**src/rtl/tif_pkg.sv**
```systemverilog
package tif_pkg;
    localparam int CNT_W   = 8;
    localparam int DATA_W  = 8;
    localparam int ADDR_W  = 2;
    localparam int NSRC    = 2;
    localparam int SRC_OVF = 0;
    localparam int SRC_CMP = 1;

    typedef enum logic [ADDR_W-1:0] {
        REG_CMP  = 2'd0,
        REG_EN   = 2'd1,
        REG_FLAG = 2'd2,
        REG_NONE = 2'd3
    } reg_sel_e;

    typedef enum logic {CMP_APART, CMP_EQUAL} cmp_state_e;
    typedef enum logic {OV_IDLE, OV_ARMED} ovf_state_e;
endpackage

```
**src/rtl/tif_cmp_fsm.sv**
```systemverilog
module tif_cmp_fsm
    import tif_pkg::*;
#(
    parameter int W = CNT_W
) (
    input  logic         clk,
    input  logic         rst_n,
    input  logic [W-1:0] cnt_i,
    input  logic [W-1:0] cmp_i,
    output logic         hit_o,
    output logic         match_o
);
    cmp_state_e state_q, state_d;
    logic       eq;
    logic       match_q;

    assign eq = (cnt_i == cmp_i);

    always_ff @(posedge clk or negedge rst_n) begin
        if (!rst_n) state_q <= CMP_APART;
        else        state_q <= state_d;
    end

    always_comb begin
        state_d = state_q;
        hit_o   = 1'b0;
        unique case (state_q)
            CMP_APART: if (eq)  begin state_d = CMP_EQUAL; hit_o = 1'b1; end
            CMP_EQUAL: if (!eq) state_d = CMP_APART;
        endcase
    end

    always_ff @(posedge clk or negedge rst_n) begin
        if (!rst_n) match_q <= 1'b0;
        else        match_q <= hit_o;
    end

    assign match_o = match_q;
endmodule

```
**src/rtl/tif_ovf_fsm.sv**
```systemverilog
module tif_ovf_fsm
    import tif_pkg::*;
#(
    parameter int W = CNT_W
) (
    input  logic         clk,
    input  logic         rst_n,
    input  logic [W-1:0] cnt_i,
    input  logic         up_i,
    input  logic         pc_i,
    output logic         hit_o
);
    localparam logic [W-1:0] TOP = {W{1'b1}};

    ovf_state_e state_q, state_d;
    logic       arm;
    logic       at_zero;

    assign arm     = pc_i ? !up_i : (cnt_i == TOP);
    assign at_zero = (cnt_i == '0);

    always_ff @(posedge clk or negedge rst_n) begin
        if (!rst_n) state_q <= OV_IDLE;
        else        state_q <= state_d;
    end

    always_comb begin
        state_d = arm ? OV_ARMED : OV_IDLE;
        hit_o   = 1'b0;
        unique case (state_q)
            OV_IDLE:  hit_o = 1'b0;
            OV_ARMED: hit_o = at_zero && (!pc_i || up_i);
        endcase
    end
endmodule

```
**src/rtl/tif_flag_bank.sv**
```systemverilog
module tif_flag_bank #(
    parameter int N = 2
) (
    input  logic         clk,
    input  logic         rst_n,
    input  logic [N-1:0] set_i,
    input  logic [N-1:0] wclr_i,
    input  logic [N-1:0] ack_i,
    input  logic [N-1:0] en_i,
    input  logic         gie_i,
    output logic [N-1:0] flag_o,
    output logic [N-1:0] irq_o
);
    for (genvar i = 0; i < N; i++) begin : g_src
        logic flag_q;
        logic irq_q;

        always_ff @(posedge clk or negedge rst_n) begin
            if (!rst_n) begin
                flag_q <= 1'b0;
                irq_q  <= 1'b0;
            end else begin
                flag_q <= set_i[i] | (flag_q & ~(wclr_i[i] | ack_i[i]));
                irq_q  <= gie_i & en_i[i] & flag_q;
            end
        end

        assign flag_o[i] = flag_q;
        assign irq_o[i]  = irq_q;
    end
endmodule

```
**src/rtl/tmr_irq_flags.sv**
```systemverilog
module tmr_irq_flags
    import tif_pkg::*;
(
    input  logic              clk,
    input  logic              rst_n,
    input  logic [CNT_W-1:0]  cnt_i,
    input  logic              cnt_up_i,
    input  logic              pc_mode_i,
    input  logic [ADDR_W-1:0] bus_addr_i,
    input  logic              bus_we_i,
    input  logic [DATA_W-1:0] bus_wdata_i,
    output logic [DATA_W-1:0] bus_rdata_o,
    input  logic              gie_i,
    input  logic              ack_cmp_i,
    input  logic              ack_ovf_i,
    output logic              irq_cmp_o,
    output logic              irq_ovf_o,
    output logic              match_o
);
    localparam int PAD_W = DATA_W - NSRC;

    logic [CNT_W-1:0] cmp_q;
    logic [NSRC-1:0]  en_q;
    logic [NSRC-1:0]  flag_q;
    logic [NSRC-1:0]  irq_vec;
    logic [NSRC-1:0]  set_vec;
    logic [NSRC-1:0]  ack_vec;
    logic [NSRC-1:0]  wclr_vec;
    logic             cmp_hit;
    logic             ovf_hit;

    always_ff @(posedge clk or negedge rst_n) begin
        if (!rst_n) begin
            cmp_q <= '0;
            en_q  <= '0;
        end else if (bus_we_i) begin
            if (bus_addr_i == REG_CMP) cmp_q <= bus_wdata_i[CNT_W-1:0];
            if (bus_addr_i == REG_EN)  en_q  <= bus_wdata_i[NSRC-1:0];
        end
    end

    assign wclr_vec = (bus_we_i && bus_addr_i == REG_FLAG) ? bus_wdata_i[NSRC-1:0] : '0;

    always_comb begin
        set_vec          = '0;
        ack_vec          = '0;
        set_vec[SRC_CMP] = cmp_hit;
        set_vec[SRC_OVF] = ovf_hit;
        ack_vec[SRC_CMP] = ack_cmp_i;
        ack_vec[SRC_OVF] = ack_ovf_i;
    end

    tif_cmp_fsm #(.W(CNT_W)) u_cmp (
        .clk     (clk),
        .rst_n   (rst_n),
        .cnt_i   (cnt_i),
        .cmp_i   (cmp_q),
        .hit_o   (cmp_hit),
        .match_o (match_o)
    );

    tif_ovf_fsm #(.W(CNT_W)) u_ovf (
        .clk   (clk),
        .rst_n (rst_n),
        .cnt_i (cnt_i),
        .up_i  (cnt_up_i),
        .pc_i  (pc_mode_i),
        .hit_o (ovf_hit)
    );

    tif_flag_bank #(.N(NSRC)) u_flags (
        .clk    (clk),
        .rst_n  (rst_n),
        .set_i  (set_vec),
        .wclr_i (wclr_vec),
        .ack_i  (ack_vec),
        .en_i   (en_q),
        .gie_i  (gie_i),
        .flag_o (flag_q),
        .irq_o  (irq_vec)
    );

    assign irq_cmp_o = irq_vec[SRC_CMP];
    assign irq_ovf_o = irq_vec[SRC_OVF];

    always_comb begin
        unique case (bus_addr_i)
            REG_CMP:  bus_rdata_o = {{(DATA_W-CNT_W){1'b0}}, cmp_q};
            REG_EN:   bus_rdata_o = {{PAD_W{1'b0}}, en_q};
            REG_FLAG: bus_rdata_o = {{PAD_W{1'b0}}, flag_q};
            REG_NONE: bus_rdata_o = '0;
        endcase
    end
endmodule

```
**config.mk**
```make
export PLATFORM = sky130hd
export DESIGN_NAME = tmr_irq_flags
export DESIGN_NICKNAME = d
export VERILOG_FILES = /design/src/rtl/tif_pkg.sv /design/src/rtl/tif_cmp_fsm.sv /design/src/rtl/tif_ovf_fsm.sv /design/src/rtl/tif_flag_bank.sv /design/src/rtl/tmr_irq_flags.sv
export SDC_FILE = /design/constraint.sdc
export NUM_CORES = 1
export LEC_CHECK = 0
export BUFFER_PORTS_ARGS = -buffer_cell sky130_fd_sc_hd__buf_2
export CORE_UTILIZATION = 25
export DETAILED_ROUTE_END_ITERATION = 6
export SLEW_MARGIN = 20
export SYNTH_ARGS = -nofsm -noshare
export SYNTH_HDL_FRONTEND = slang
export SYNTH_SLANG_ARGS = --single-unit
export TNS_END_PERCENT = 50
```
**constraint.sdc**
```tcl
create_clock -name clk -period 1.4 [get_ports clk]
set_input_delay 0.28 -clock clk [delete_from_list [all_inputs] [get_ports clk]]
set_output_delay 0.28 -clock clk [all_outputs]
set_load 0.03 [all_outputs]
```
==> summary.txt <==
Worst setup path
  • Largest stage delay, worst path: 0.41 ns
  • Start point of the critical path: cmp_q[0]
  • Data required time of the critical path: 1.12 ns
  • Reg-to-reg startpoint: cmp_q[0]
  • Arrival time worst endpoint: 1.08 ns
  • Type of origin of the critical path: flip-flop
  • Type of element capturing the critical path: primary output
  • Sequence of cells on the critical path: mux2i_1 -> o21ai_1 -> buf_2
  • Highest-delay cell along the critical path: sky130_fd_sc_hd__dfrtp_1
  • R2R depth: 4
  • Largest driver fanout on the critical path: 3
  • Kind of critical path: flip-flop to primary output

Synthesis
  • Leading cell types by total area after synthesis: sky130_fd_sc_hd__dfrtp_1 47%, sky130_fd_sc_hd__mux2_4 13%, sky130_fd_sc_hd__xnor2_1 7.8%
  • Number of distinct library cells after synthesis: 23
  • Count of synthesis-stage warnings from yosys: 0
  • Syn nets: 99
  • Yosys top cell area share: 0.474
  • Library cell occupying the most area in the post-synthesis netlist: sky130_fd_sc_hd__dfrtp_1
  • Syn Std Cell Area: 897 um^2
  • Post-synthesis average cell area: 12.3 um^2
  • Synthesized netlist cell count: 73
  • Seq cells post-synth: 17
  • Register area share after synthesis: 0.474

STA
  • Fin. max-slew vios: 0
  • Final critical-path share of the clock period: 0.974
  • Clock skew after layout: 0.00327 ns
  • Hold slack final: 0.218 ns
  • Final period demand of the worst path: 1.36 ns
  • RSZ-0062 raised after global routing: true
  • Final setup violation count: 0
  • Actual transition at the worst max-transition pin: 0.383 ns
  • Highest attainable clock frequency: 733 MHz
  • Max-Slew Margin vs Limit: 0.745
  • Final hold viol count: 0

Min path
  • Cells on Worst Hold Path: 2
  • Min-delay worst type: primary input to flip-flop
  • Worst hold path startpoint: bus_wdata_i[3]

Power and ir drop
  • Share of power burned in registers: 0.499
  • Switching Power: 359 uW
  • Leakage component of the power: 0.583 nW
  • Clock share of power: 0.215
  • Switching share of power: 0.297
  • Peak VDD IR: 275 uV
  • Internal cell power: 851 uW
  • Pwr per Cell Area: 1010 nW/um^2
  • Portion of total power attributed to combinational logic: 0.286

Place
  • Detailed-placement wirelength estimate: 1.61 mm
  • Port Buffer Count: 36
  • Final weighted congestion in routability-driven placement: 0.875

Flow run
  • Max Cap Viol: 0

CTS
  • Insertion delay of the later-clocked pin in the worst-skew pair: 0.29 ns
  • Number of buffers on the longest clock path: 2
  • Clock transition at the registers of the reported paths: 0.09 ns
  • Count of H-tree levels built during CTS: 1
  • Number of buffers created by CTS: 3
  • CTS sink count: 17
  • Clock root cell: sky130_fd_sc_hd__clkbuf_4
  • Clock tree from TritonCTS: built

Finish
  • Fin util: 0.352
  • Number of antenna cells inserted: 0
  • Ratio of cells with drive above 1 in the final layout: 0.479
  • Area delta synth->final: 32.9%
  • Final-stage net count: 144
  • Leading cell type in the layout, fill and taps excluded: sky130_fd_sc_hd__buf_2
  • Highest-count cells in the layout ignoring fill and taps: 35 x sky130_fd_sc_hd__buf_2, 17 x sky130_fd_sc_hd__dfrtp_1, 8 x sky130_fd_sc_hd__xnor2_1, 8 x sky130_fd_sc_hd__mux2_4

Route
  • Routed WL: 2.01 mm
  • DRC: 0
  • Per-cell via count in the routed design: 4.28
  • Post-route antenna net violation count: 0
  • DRT Pass-1 Iters: 2
  • Vias: 697
  • Post-detailed-route wirelength per cell: 12.4 um
  • Initial DRC count: 15

GRT
  • GRT Total Usage: 0.122
  • First-pass GRT wire length: 3.21 mm
  • Total overflow reported by the global router: 0
  • Maximum number of pins on one net before global-route repair: 18
  • Via count of the first global-routing pass: 740
  • Number of antenna violations at the first check in global routing: 0

Floorplanning
  • Die X: 61.9 um
  • Initial standard-cell utilization of the core: 0.265
  • Standard cell core area: 3390 um^2
  • Die Area: 3830 um^2
  • Die outline height: 61.9 um
  • Site Rows: 21
  • Num ports: 37

Outcome
  • Run status: finished clean
[stage by stage]
| stage | cells | total power [mW] | worst slack [ns] | cell area, um^2 | setup TNS (ns) |
|---|---|---|---|---|---|
| global route | 163 | 1.28 | -0.00925 | 1190 | -0.0150 |
| finish | 163 | 1.21 | 0.0361 | 1190 | 0 |
| floorplan | 73 | 0.820 | -0.0977 | 897 | -0.0977 |
| CTS | 159 | 1.21 | 0.00354 | 1160 | 0 |
| detailed placement | 153 | 0.933 | 0.101 | 1120 | 0 |
| global placement | 153 | 0.922 | 0.128 | 1120 | 0 |
[sequential cells by signal, summed over array words and instances, names as in the netlist]
signal and count:
cmp_q 8, en_q 2, u_cmp.match_o 1, u_cmp.state_q 1
u_flags.g_src.flag_q 2, u_flags.g_src.irq_q 2, u_ovf.state_q 1
[final timing paths]
| path | end | slack (ns) |
|---|---|---|
| worst max-delay path | bus_rdata_o[0] | 0.04 |
| worst min-delay path | cmp_q[3] | 0.22 |
| worst max register to register | u_flags.g_src[1].flag_q | 0.16 |
| worst min register to register | u_cmp.match_o | 0.44 |
| max in group asynchronous | cmp_q[7] | 0.69 |
| min in group asynchronous | en_q[0] | 0.43 |
[cells in the mapped netlist]
cell,count
sky130_fd_sc_hd__and2_1,6
sky130_fd_sc_hd__and3_1,2
sky130_fd_sc_hd__and4b_1,1
sky130_fd_sc_hd__nand4b_1,3
sky130_fd_sc_hd__mux2_2,2
sky130_fd_sc_hd__mux2_4,8
sky130_fd_sc_hd__buf_6,1
sky130_fd_sc_hd__dfrtp_1,17
sky130_fd_sc_hd__nor4_1,2
sky130_fd_sc_hd__nor3_1,1
sky130_fd_sc_hd__mux2i_1,2
sky130_fd_sc_hd__nor2_4,1
sky130_fd_sc_hd__and2_4,1
sky130_fd_sc_hd__nand4_1,1
sky130_fd_sc_hd__and2b_1,1
sky130_fd_sc_hd__xnor2_1,8
sky130_fd_sc_hd__nand2b_1,1
sky130_fd_sc_hd__nand3_1,2
sky130_fd_sc_hd__buf_4,1
sky130_fd_sc_hd__o21ai_0,3
sky130_fd_sc_hd__nand3b_1,2
sky130_fd_sc_hd__nand2_1,5
sky130_fd_sc_hd__o41ai_1,2
[metal layers]
metal	up-vias	part of all wire	global-route usage
met5	-	0	0
met4	0	0.013	0.0667
met3	2	0.050	0.0248
met2	23	0.45	0.190
met1	324	0.48	0.158
li1	348	-	-
[power by group through the flow]
stage,combinational [mW],sequential [mW],clock [mW]
after floorplan,0.223,0.597,0
after CTS,0.331,0.606,0.268
final,0.346,0.603,0.260
after detailed placement,0.314,0.619,0
after global placement,0.308,0.614,0
after global routing,0.379,0.611,0.294
[final cells by class]
type | instances | area (um^2)
clock buffers | 4 | 26.3
fillers | 332 | 2200
multi-input cells | 54 | 453
flip-flops and latches | 17 | 425
well taps | 46 | 57.6
repair buffers | 42 | 230
[critical path, delay by kind of cell, from the launching register on]
family / cells / cell delay (ns)
AO/OA/AOI/OAI: 1 / 0.07
buffers and inverters: 1 / 0.17
flip-flops: 1 / 0.41
multiplexers: 1 / 0.15
[logic make-up after synthesis]
logic type,after synthesis,synth area share
xor+xnor,8,0.0781
simple gates,29,0.209
buf+inv,2,0.0209
compound gates,5,0.0363
mux,12,0.181
flops,17,0.474
[repair_timing]
item	in CTS	in global routing
setup endpoints to repair	1	2
gates resized for setup	1	1
endpoints found under the hold margin	17	0
hold buffers	1	0
setup buffers	1	4
Power figures use the tool's default switching activity.
